File: config.mk
export PLATFORM = sky130hd
export DESIGN_NAME = v86_iret_merge
export DESIGN_NICKNAME = d
export VERILOG_FILES = /design/src/rtl/v86_iret_pkg.sv /design/src/rtl/v86_iret_check.sv /design/src/rtl/v86_iret_flagmix.sv /design/src/rtl/v86_iret_ptr.sv /design/src/rtl/v86_iret_merge.sv
export SDC_FILE = /design/constraint.sdc
export NUM_CORES = 1
export LEC_CHECK = 0
export ABC_CLOCK_PERIOD_IN_PS = 1700
export BUFFER_PORTS_ARGS = -buffer_cell sky130_fd_sc_hd__buf_2
export CAP_MARGIN = 5
export CORE_MARGIN = 3
export CORE_UTILIZATION = 46
export DETAILED_ROUTE_END_ITERATION = 7
export PLACE_DENSITY = 0.81
export SLEW_MARGIN = 25
export SYNTH_ARGS = -nofsm -noshare
export SYNTH_HDL_FRONTEND = slang
export SYNTH_HIERARCHICAL = 1
export SYNTH_SLANG_ARGS = --single-unit
File: constraint.sdc
create_clock -name clk -period 1.7 [get_ports clk]
set_clock_uncertainty 0.1 [all_clocks]
set_input_delay 0.085 -clock clk [delete_from_list [all_inputs] [get_ports clk]]
set_output_delay 0.085 -clock clk [all_outputs]
set_load 0.03 [all_outputs]
File: src/rtl/v86_iret_pkg.sv
package v86_iret_pkg;
   // architectural flag bit positions; neighbours decode these
   localparam int P_CF   = 0;
   localparam int P_ONE  = 1;
   localparam int P_PF   = 2;
   localparam int P_AF   = 4;
   localparam int P_ZF   = 6;
   localparam int P_SF   = 7;
   localparam int P_TF   = 8;
   localparam int P_IF   = 9;
   localparam int P_DF   = 10;
   localparam int P_OF   = 11;
   localparam int P_IOPL = 12;
   localparam int P_NT   = 14;
   localparam int P_RF   = 16;
   localparam int P_VM   = 17;
   localparam int P_AC   = 18;
   localparam int P_VIF  = 19;
   localparam int P_VIP  = 20;
   localparam int P_ID   = 21;
   localparam int P_TOP  = P_ID;
   localparam int NARROW_W = 16;

   typedef enum logic [1:0] {
      RES_IDLE  = 2'd0,
      RES_FAULT = 2'd1,
      RES_DONE  = 2'd2
   } res_kind_e;

   function automatic logic bit_defined(input int pos);
      return (pos <= P_TOP) && (pos != 3) && (pos != 5) && (pos != 15) && (pos != P_ONE);
   endfunction
endpackage

File: src/rtl/v86_iret_check.sv
module v86_iret_check
   import v86_iret_pkg::*;
#(
   parameter bit HAS_VME = 1'b1
) (
   input  logic       wide,
   input  logic       ext_en,
   input  logic [1:0] iopl,
   input  logic       vip,
   input  logic       pop_tf,
   input  logic       pop_if,
   output logic       fault,
   output logic       ext_path
);
   logic ext_on;
   logic top_priv;

   generate
      if (HAS_VME) begin : g_ext
         assign ext_on = ext_en;
      end else begin : g_no_ext
         logic unused_ext;
         assign unused_ext = ext_en;
         assign ext_on     = 1'b0;
      end
   endgenerate

   assign top_priv = (iopl == 2'b11);

   always_comb begin
      ext_path = 1'b0;
      if (top_priv) begin
         fault = 1'b0;
      end else if (wide) begin
         fault = 1'b1;
      end else if (!ext_on) begin
         fault = 1'b1;
      end else begin
         fault    = pop_tf | (pop_if & vip);
         ext_path = 1'b1;
      end
   end
endmodule

File: src/rtl/v86_iret_flagmix.sv
module v86_iret_flagmix
   import v86_iret_pkg::*;
#(
   parameter int FLAG_W = 32
) (
   input  logic              wide,
   input  logic              ext_path,
   input  logic [FLAG_W-1:0] live,
   input  logic [FLAG_W-1:0] popped,
   output logic [FLAG_W-1:0] merged
);
   localparam logic [FLAG_W-1:0] ONE     = FLAG_W'(1);
   localparam logic [FLAG_W-1:0] M_ARITH = (ONE << P_CF) | (ONE << P_PF) | (ONE << P_AF)
                                         | (ONE << P_ZF) | (ONE << P_SF) | (ONE << P_OF);
   localparam logic [FLAG_W-1:0] M_BASE  = M_ARITH | (ONE << P_TF) | (ONE << P_DF) | (ONE << P_NT);
   localparam logic [FLAG_W-1:0] M_WIDE  = M_BASE | (ONE << P_IF) | (ONE << P_RF)
                                         | (ONE << P_AC) | (ONE << P_ID);
   localparam logic [FLAG_W-1:0] M_EXT   = M_BASE | (ONE << P_VIF);
   localparam logic [FLAG_W-1:0] M_NAR   = M_BASE | (ONE << P_IF);

   logic [FLAG_W-1:0] defined;
   logic [FLAG_W-1:0] src;
   logic [FLAG_W-1:0] wmask;
   logic [FLAG_W-1:0] raw;

   for (genvar g = 0; g < FLAG_W; g++) begin : g_def
      assign defined[g] = bit_defined(g);
   end

   always_comb begin
      if (wide) begin
         src   = popped;
         wmask = M_WIDE;
      end else begin
         src   = {{(FLAG_W-NARROW_W){1'b0}}, popped[NARROW_W-1:0]};
         wmask = ext_path ? M_EXT : M_NAR;
         if (ext_path) src[P_VIF] = popped[P_IF];
      end
      raw    = (live & ~wmask) | (src & wmask);
      merged = (raw & defined) | (ONE << P_ONE);
   end
endmodule

File: src/rtl/v86_iret_ptr.sv
module v86_iret_ptr #(
   parameter int IP_W = 32
) (
   input  logic            wide,
   input  logic [IP_W-1:0] pop_ip,
   output logic [IP_W-1:0] new_ip
);
   localparam int LOW_W = 16;

   generate
      if (IP_W > LOW_W) begin : g_ext
         assign new_ip = wide ? pop_ip : {{(IP_W-LOW_W){1'b0}}, pop_ip[LOW_W-1:0]};
      end else begin : g_flat
         logic unused_w;
         assign unused_w = wide;
         assign new_ip   = pop_ip;
      end
   endgenerate
endmodule

File: src/rtl/v86_iret_merge.sv
module v86_iret_merge
   import v86_iret_pkg::*;
#(
   parameter int FLAG_W  = 32,
   parameter int IP_W    = 32,
   parameter int SEL_W   = 16,
   parameter bit HAS_VME = 1'b1
) (
   input  logic              clk,
   input  logic              rst_n,
   input  logic              req_valid,
   input  logic              req_wide,
   input  logic              ext_en,
   input  logic [IP_W-1:0]   pop_ip,
   input  logic [SEL_W-1:0]  pop_cs,
   input  logic [FLAG_W-1:0] pop_flags,
   input  logic [FLAG_W-1:0] live_flags,
   output logic              res_fault,
   output logic              res_valid,
   output logic [SEL_W-1:0]  res_cs,
   output logic [IP_W-1:0]   res_ip,
   output logic [FLAG_W-1:0] res_flags
);
   generate
      if (FLAG_W <= P_TOP) begin : g_bad_flag
         $error("FLAG_W must cover every defined flag bit");
      end
      if (IP_W < 16) begin : g_bad_ip
         $error("IP_W must be at least 16");
      end
      if (SEL_W < 1) begin : g_bad_sel
         $error("SEL_W must be positive");
      end
   endgenerate

   logic              fault_c;
   logic              ext_path_c;
   logic [FLAG_W-1:0] flags_c;
   logic [IP_W-1:0]   ip_c;
   res_kind_e         kind_c;
   res_kind_e         kind_q;

   v86_iret_check #(.HAS_VME(HAS_VME)) u_check (
      .wide     (req_wide),
      .ext_en   (ext_en),
      .iopl     (live_flags[P_IOPL+1:P_IOPL]),
      .vip      (live_flags[P_VIP]),
      .pop_tf   (pop_flags[P_TF]),
      .pop_if   (pop_flags[P_IF]),
      .fault    (fault_c),
      .ext_path (ext_path_c)
   );

   v86_iret_flagmix #(.FLAG_W(FLAG_W)) u_mix (
      .wide     (req_wide),
      .ext_path (ext_path_c),
      .live     (live_flags),
      .popped   (pop_flags),
      .merged   (flags_c)
   );

   v86_iret_ptr #(.IP_W(IP_W)) u_ptr (
      .wide   (req_wide),
      .pop_ip (pop_ip),
      .new_ip (ip_c)
   );

   always_comb begin
      if (!req_valid)   kind_c = RES_IDLE;
      else if (fault_c) kind_c = RES_FAULT;
      else              kind_c = RES_DONE;
   end

   always_ff @(posedge clk) begin
      if (!rst_n) begin
         kind_q    <= RES_IDLE;
         res_cs    <= '0;
         res_ip    <= '0;
         res_flags <= '0;
      end else begin
         kind_q <= kind_c;
         if (kind_c == RES_DONE) begin
            res_cs    <= pop_cs;
            res_ip    <= ip_c;
            res_flags <= flags_c;
         end
      end
   end

   assign res_fault = (kind_q == RES_FAULT);
   assign res_valid = (kind_q == RES_DONE);
endmodule

==> impl_metrics.ini, run 1 <==
[final_layout]
drive_gt1_frac = 0.3367
final_nets = 709
syn_to_final_growth_pct = 30.54
antenna_cells = 0

[power]
powerDensity_mw_per_mm2 = 845.8
ir_worst_vdd_mv = 0.4400
leakagePower_nw = 2.426

[critical_path]
cpPeakStageDelay_ns = 0.53
worst_path_max_delay_cell = dlygate4sd3_1
critPathKind = in2reg
start_kind = primary input
crit_arrival_ns = 1.75
crit_fanout = 22
endpoint_kind = flip-flop
cp_data_required_time_ns = 1.85
crit_chain = dlygate4sd3_1 -> buf_2 -> o31a_1 -> nor2b_4 -> buf_12 -> buf_16 -> mux2i_2

[placed_design]
dpl_worst_slack_ns = 0.08217
portBuffers = 156
dpl.hpwl_um = 5726
place.gp.congestion = 0.8067

[timing]
finalHoldViolCount = 0
fin_ws_ns = 0.1014
setup_viol = 0
setup_tns_ns = 0
rsz0062_at_grt = no
fin_crit_ns = 1.599
timing.fmax_mhz = 625.5
drv_slew = 0
fin_crit_sh = 0.9404

[global_routing]
antenna_found_initial = 0
first_global_vias = 3047
gr-total-overflow = 0
grt_use_total = 0.1753
grt_pass1_wl_um = 14090
grt_max_degree = 47

[routing]
wl_per_cell_um = 12.82
drt_first_iter_violations = 72
route.detailed.drc = 0
num_vias = 3186
routed_wl_um = 8997
antenna_left = 0
dr.pass1.iters = 4
vias_per_cell = 4.538

[cts]
clock_sinks = 82
worstSkewPairLatency_ns = 0.33
cts-root-buf = clkbuf_8
cts_tree = done
path_clk_slew_ns = 0.08
cts.path.max_buffers = 2
cts_buffers = 9
htreeDepth = 3

[outcome]
status = complete, no violations

[floorplanning]
row_count = 33
io_pins = 199
dieArea_mm2 = 0.009694
design.core.area_mm2 = 0.008258
die_w_um = 98.46
die_h_um = 98.46
start_util = 0.4762

[synthesis]
synth_cell_type_count = 19
yosys-top-cells-area = dfxtp_1 42%, mux2i_1 20%, nand2_1 15%
syn_avg_cell_area_um2 = 9.210
yosysSeqAreaShare = 0.4174
synth_commonest_cells = 161 x nand2_1, 82 x dfxtp_1, 80 x mux2i_1, 52 x buf_4, 12 x and2_2
post-synth-top-count-cell = nand2_1
netlist_area_mm2 = 0.003933
synth_edf_count = 0
synth_top_area_frac = 0.4174
syn_inst = 427
async_reset_ff_frac = 0
ys.flop_type = dfxtp_1
synth-seq-cells = 82
ys.warnings.count = 6
yosys.area.top_type = dfxtp_1

[min_path]
hold_path.class = in2reg

[job]
cap_violations = 0
-- repair_timing --
| item | in CTS | in global routing |
|---|---|---|
| hold buffers | 46 | 0 |
| resized for setup | 0 | 3 |
| endpoints found under the hold margin | 46 | 0 |
| endpoints found under the setup margin | 0 | 54 |
| setup buffers | 0 | 1 |
-- kinds of logic (layout without fill, tap and decap cells) --
group,count (synthesis),count (layout),share of synthesized area
other,2,14,0.001910
flip-flops,82,82,0.4174
AND/OR/NAND/NOR,185,185,0.1982
AO/OA/AOI/OAI,2,2,0.003499
multiplexers,85,85,0.2179
buffers and inverters,71,229,0.1610
-- metrics by stage --
step	area, um^2	cells	power [mW]	util	hold slack [ns]
finish	5134	702	4.342	0.6217	0.02752
global route	5134	702	4.540	0.6217	0.05003
CTS	5049	699	4.362	0.6114	0.007229
detailed placement	4369	637	2.736	0.5291	0.2349
floorplan	3978	439	2.635	-	0.1271
global placement	4369	637	2.716	0.5291	0.2296
-- power by group --
group | switching, mW | leakage (nW) | internal, mW
clock network | 0.673 | 0.109 | 0.864
logic | 0.423 | 1.65 | 0.342
registers | 0.0391 | 0.667 | 2.00
total | 1.14 | 2.43 | 3.21
-- worst max-delay path: cells and delay by family --
family          cells  cell delay [ns]
compound gates      1             0.29
buf+inv             4             0.99
mux                 1             0.23
simple gates        1             0.14
-- routing by layer --
metal	wire, um	track usage
met1	3754	0.2032
met2	4601	0.3162
met3	517	0.04388
met4	123	0.05567
met5	0	0
-- path summary, 6_finish.rpt --
kind,from,end,slack [ns],cells past startpoint
max,pop_flags[8],res_cs[2]$_SDFFE_PN0N_,0.10,7
min,live_flags[19],res_flags[19]$_SDFFE_PN0N_,0.03,4
max reg2reg,res_flags[11]$_SDFFE_PN0N_,res_flags[11]$_SDFFE_PN0N_,0.93,2
min reg2reg,res_ip[4]$_SDFFE_PN0N_,res_ip[4]$_SDFFE_PN0N_,0.36,2
-- cells in the final DEF (no fill, tap or decap), types with 2 or more instances in the layout --
master	count
nand2_1	161
buf_2	155
dfxtp_1	82
mux2i_1	78
dlygate4sd3_1	46
conb_1	14
and2_2	12
clkbuf_8	10
and2_1	6
buf_4	5
buf_12	4
mux2_2	3
nor2b_1	2
mux2i_2	2
bufinv_16	2
clkinv_2	2
clkbuf_16	2
mux2_1	2
-- state kept, by name, summed over array words and instances (netlist names) --
register	flops
res_flags	32
kind_q	2
res_ip	32
res_cs	16
-- area by class of cell --
cell class | instances | area (um^2)
multi-input combinational | 286 | 1710
timing repair buffer | 213 | 1431
fill | 679 | 3124
sequential | 82 | 1642
tap | 105 | 131.4
clock inverter | 5 | 77.57
clock buffer | 11 | 141.4
No activity file was read; power rests on OpenSTA's default activity.
==> run 2, diff against run 1 <==
- CORE_MARGIN: 3 -> default
- CORE_UTILIZATION: 46 -> 40
- PLACE_DENSITY: 0.81 -> 0.72
==> run 2 against run 1 <==
Net effect:
- power shrank 7.3%
- design area decreased by 2.0%
- clock power is 18% lower
- sequential power hardly changed
- maximum frequency down 1.7%
- hold slack gained 0.0013 ns
- critical path type unchanged
==> impl_metrics.ini, run 2 (synthesized netlist as in run 1, its figures left out) <==
[routing]
num_vias = 3153
routed_wl_um = 8469
vias_per_cell = 4.367
dr.pass1.iters = 4
wl_per_cell_um = 11.73
route.detailed.drc = 0
antenna_left = 0
drt_first_iter_violations = 47

[min_path]
hold_start = live_flags[9]
min_path_cells = 4
hold_path.class = in2reg
min_to = res_flags[9]$_SDFFE_PN0N_

[final_layout]
antenna_cells = 0
regArea_mm2 = 0.001642
final_cell_mix = 161 x nand2_1, 155 x buf_2, 82 x dfxtp_1
post-route-util = 0.5366
final_nets = 705
final_common_cell = nand2_1
reg.largest.list = res_flags (32), res_ip (32), res_cs (16)
syn_to_final_growth_pct = 27.87
multi_input_area_mm2 = 0.001707
n_fill_cell = 912
drive_gt1_frac = 0.3288
final_area_mm2 = 0.005029

[timing]
whs_ns = 0.02884
rsz0062_at_grt = no
timing.fmax_mhz = 614.9
setup_tns_ns = 0
fin_ws_ns = 0.07371
finalHoldViolCount = 0
setup_viol = 0
fin_crit_sh = 0.9566
fin_crit_ns = 1.626
drv_slew = 0

[floorplanning]
die_h_um = 101.2
dieArea_mm2 = 0.01023
die_w_um = 101.2
start_util = 0.4196
row_count = 35
design.core.area_mm2 = 0.009371
io_pins = 199

[cts]
clock_sinks = 82
worstSkewPairLatency_ns = 0.33
cts_tree = done
htreeDepth = 3
path_clk_slew_ns = 0.08
cts_buffers = 9
cts.path.max_buffers = 2
cts-root-buf = clkbuf_8

[critical_path]
r2r_slack_ns = 0.96
cpPeakStageDelay_ns = 0.52
path_delay_family = buffers and inverters
cp_data_required_time_ns = 1.85
crit_chain = dlygate4sd3_1 -> buf_2 -> o31a_1 -> nor2b_4 -> buf_12 -> mux2i_2
startpoint = pop_flags[8]
rr_startpoint = res_ip[22]$_SDFFE_PN0N_
rr_endpoint = res_ip[22]$_SDFFE_PN0N_
critical_path_buf_inv_count = 3
worst_path_max_delay_cell = dlygate4sd3_1
endpoint_kind = flip-flop
r2r_cells = 2
crit_fanout = 41
crit_arrival_ns = 1.78
critPathKind = in2reg
start_kind = primary input

[placed_design]
dpl_cell_area_mm2 = 0.004392
place.gp.congestion = 0.7017
dpl_worst_slack_ns = 0.07780
dpl.hpwl_um = 5613
portBuffers = 156

[global_routing]
antenna_found_initial = 0
first_global_vias = 2888
grt_max_degree = 60
grt_use_total = 0.1633
grt_pass1_wl_um = 13130
gr-total-overflow = 0

[power]
p_int_mw = 2.893
power.net_switching_mw = 1.134
seqPwrFrac = 0.506
pwr-share-clk = 0.312
p_sw_frac = 0.2816
p_comb_frac = 0.182
powerDensity_mw_per_mm2 = 800.8
leakagePower_nw = 2.354
ir_worst_vdd_mv = 0.4390

[job]
cap_violations = 0

[outcome]
status = complete, no violations
[run 2: layout make-up]
class,count,area share
multi-input combinational,286,0.3394
timing repair buffer,209,0.2677
tap,129,0.03210
clock inverter,4,0.005474
clock buffer,12,0.02886
sequential,82,0.3264
[run 2: timing repair]
item                                   CTS  global route
endpoints found under the hold margin   46             0
gates resized for setup                  0             1
setup endpoints to repair                0            10
setup buffers                            0             0
hold buffers                            46             0
[run 2: worst reg2reg max path, stage by stage, from the launching register on]
cell     delay (ns)
dfxtp_1        0.34
nand2_1        0.07
mux2i_2        0.16
[run 2: worst max-delay path by stage]
| stage | slack [ns] | end | depth (start not counted) |
|---|---|---|---|
| 2_1_floorplan | 0.41 | res_cs[0]$_SDFFE_PN0N_ | 6 |
| 3_3_place_gp | 0.15 | res_flags[16]$_SDFFE_PN0N_ | 6 |
| 3_5_place_dp | 0.08 | res_flags[17]$_SDFFE_PN0N_ | 6 |
| 4_1_cts | 0.04 | res_ip[22]$_SDFFE_PN0N_ | 6 |
| 5_1_grt | 0.04 | res_ip[22]$_SDFFE_PN0N_ | 6 |
| 6_report | 0.07 | res_ip[22]$_SDFFE_PN0N_ | 6 |
[run 2: power groups by stage]
stage	sequential [mW]	clock (mW)	combinational [mW]
2_1_floorplan	2.24	0	0.396
3_3_place_gp	2.08	0	0.638
3_5_place_dp	2.08	0	0.652
4_1_cts	2.04	1.32	0.734
5_1_grt	2.05	1.38	0.795
6_report	2.04	1.26	0.732
[run 2: layer usage]
layer	wire length (um)	vias to the layer above	share of wire	global-route usage
li1	-	1618	-	-
met1	3496	1439	0.41	0.1705
met2	4338	89	0.51	0.3124
met3	516	7	0.061	0.04555
met4	118	0	0.014	0.05463
met5	0	-	0	0
[run 2: through the flow]
step	power, mW	cells
floorplan	2.635	439
global route	4.223	722
global placement	2.716	660
CTS	4.092	722
detailed placement	2.734	660
finish	4.027	722
==> run 3, diff against run 2 <==
- CORE_UTILIZATION: 40 -> 41
- PLACE_DENSITY: 0.72 -> 0.73
==> run 3 against run 2 <==
Net effect:
- die area decreased by 2.4%
- register-to-register slack gained 0.02 ns
- via count grew 1.2%
- largest power group unchanged
==> impl_metrics.ini, run 3 (synthesized netlist as in run 1, its figures left out) <==
[power]
seqPwrFrac = 0.470
powerDensity_mw_per_mm2 = 841.6
ir_worst_vdd_mv = 0.3819
p_sw_frac = 0.2606
p_int_mw = 3.210
pwr-share-clk = 0.355
leakagePower_nw = 2.418
p_total_mw = 4.342
p_comb_frac = 0.176
power.net_switching_mw = 1.131

[routing]
routed_wl_um = 8905
vias_per_cell = 4.397
dr.pass1.iters = 4
wl_per_cell_um = 12.27
route.detailed.drc = 0
drt_first_iter_violations = 71
num_vias = 3192
antenna_left = 0

[global_routing]
grt_use_total = 0.1671
first_global_vias = 3142
grt_max_degree = 91
gr-total-overflow = 0
antenna_found_initial = 0
grt_pass1_wl_um = 13390

[timing]
setup_viol = 0
drv_slew = 0
fin_crit_ns = 1.627
rsz0062_at_grt = no
finalHoldViolCount = 0
setup_tns_ns = 0
fin_crit_sh = 0.9569
timing.fmax_mhz = 614.7

[critical_path]
cpPeakStageDelay_ns = 0.54
crit_fanout = 19
endpoint_kind = flip-flop
critPathKind = in2reg
crit_arrival_ns = 1.79
crit_chain = dlygate4sd3_1 -> buf_2 -> o31a_1 -> nor2b_4 -> buf_4 -> clkbuf_16 -> mux2i_1
cp_data_required_time_ns = 1.87
start_kind = primary input
worst_path_max_delay_cell = dlygate4sd3_1

[final_layout]
reg.largest.list = res_flags (32), res_ip (32), res_cs (16)
final_cell_mix = 161 x nand2_1, 155 x buf_2, 82 x dfxtp_1
syn_to_final_growth_pct = 31.18
antenna_cells = 0
final_area_mm2 = 0.005159
final_common_cell = nand2_1
post-route-util = 0.5557
final_nets = 709
drive_gt1_frac = 0.3317

[job]
cap_violations = 0

[cts]
htreeDepth = 3
worstSkewPairLatency_ns = 0.33
cts_buffers = 9
ctsResizeCount = 0
cts_tree = done
cts.path.max_buffers = 2
cts-root-buf = clkbuf_8
clock_sinks = 82
path_clk_slew_ns = 0.09

[floorplanning]
start_util = 0.4236
design.core.area_mm2 = 0.009284
die_w_um = 99.94
row_count = 35
die_h_um = 99.94
dieArea_mm2 = 0.009987
io_pins = 199

[placed_design]
place.gp.congestion = 0.6877
dpl.hpwl_um = 5374
portBuffers = 156
dpl_cell_area_mm2 = 0.004377

[min_path]
hold_path.class = in2reg

[outcome]
status = complete, no violations
[run 3: cell types whose count changed in the layout (fill, tap and decap cells not counted)]
cell        change
buf_6           +1
bufinv_16       +2
clkbuf_16       +3
clkinv_2        -1
clkinvlp_4      -1
mux2i_1         +1
mux2i_2         -1
[run 3: path summary, 6_finish.rpt]
| path | endpoint | slack, ns | cells past startpoint | from |
|---|---|---|---|---|
| setup reg to reg | res_flags[7]$_SDFFE_PN0N_ | 0.98 | 2 | res_flags[7]$_SDFFE_PN0N_ |
| hold / removal | res_ip[16]$_SDFFE_PN0N_ | 0.02 | 4 | pop_ip[16] |
| setup / recovery | res_flags[14]$_SDFFE_PN0N_ | 0.07 | 7 | pop_flags[8] |
| hold reg to reg | res_ip[25]$_SDFFE_PN0N_ | 0.36 | 2 | res_ip[25]$_SDFFE_PN0N_ |
[run 3: stage by stage]
step           instances  setup slack [ns]  hold WS (ns)
3_5_place_dp         658           0.08084        0.2391
2_1_floorplan        439            0.4148        0.1271
3_3_place_gp         658            0.1393        0.2306
5_1_grt              726           0.03535       0.03989
4_1_cts              720           0.03088      0.001908
6_report             726           0.07320       0.02242
[run 3: area by class of cell]
cell class,count,area [um^2]
Multi-Input combinational cell,286,1703
Fill cell,860,4125
Clock buffer,12,145.1
Timing Repair Buffer,213,1433
Sequential cell,82,1642
Tap cell,129,161.4
Clock inverter,4,75.07
[run 3: worst max-delay path, delay by kind of cell]
family / cells / cell delay (ns)
AOI/OAI and AO/OA: 1 / 0.28
buffers and inverters: 4 / 1.06
muxes: 1 / 0.19
and+or+nand+nor: 1 / 0.17
[run 3: power groups by stage]
| stage | registers, mW | clock network [mW] | logic, mW |
|---|---|---|---|
| final | 2.04 | 1.54 | 0.763 |
| after global routing | 2.05 | 1.68 | 0.822 |
| after CTS | 2.04 | 1.60 | 0.729 |
| after detailed placement | 2.08 | 0 | 0.647 |
| after global placement | 2.08 | 0 | 0.631 |
| after floorplan | 2.24 | 0 | 0.396 |
[run 3: timing repair]
action / CTS / global route
hold buffers: 46 / 0
endpoints found under the hold margin: 46 / 0
buffers inserted: 0 / 2
endpoints found under the setup margin: 0 / 35
[run 3: layer usage]
| metal | vias to the layer above | GRT usage | part of all wire |
|---|---|---|---|
| li1 | 1624 | - | - |
| met1 | 1454 | 0.1650 | 0.42 |
| met2 | 102 | 0.3241 | 0.51 |
| met3 | 12 | 0.04596 | 0.058 |
| met4 | 0 | 0.07127 | 0.015 |
| met5 | - | 0 | 0 |
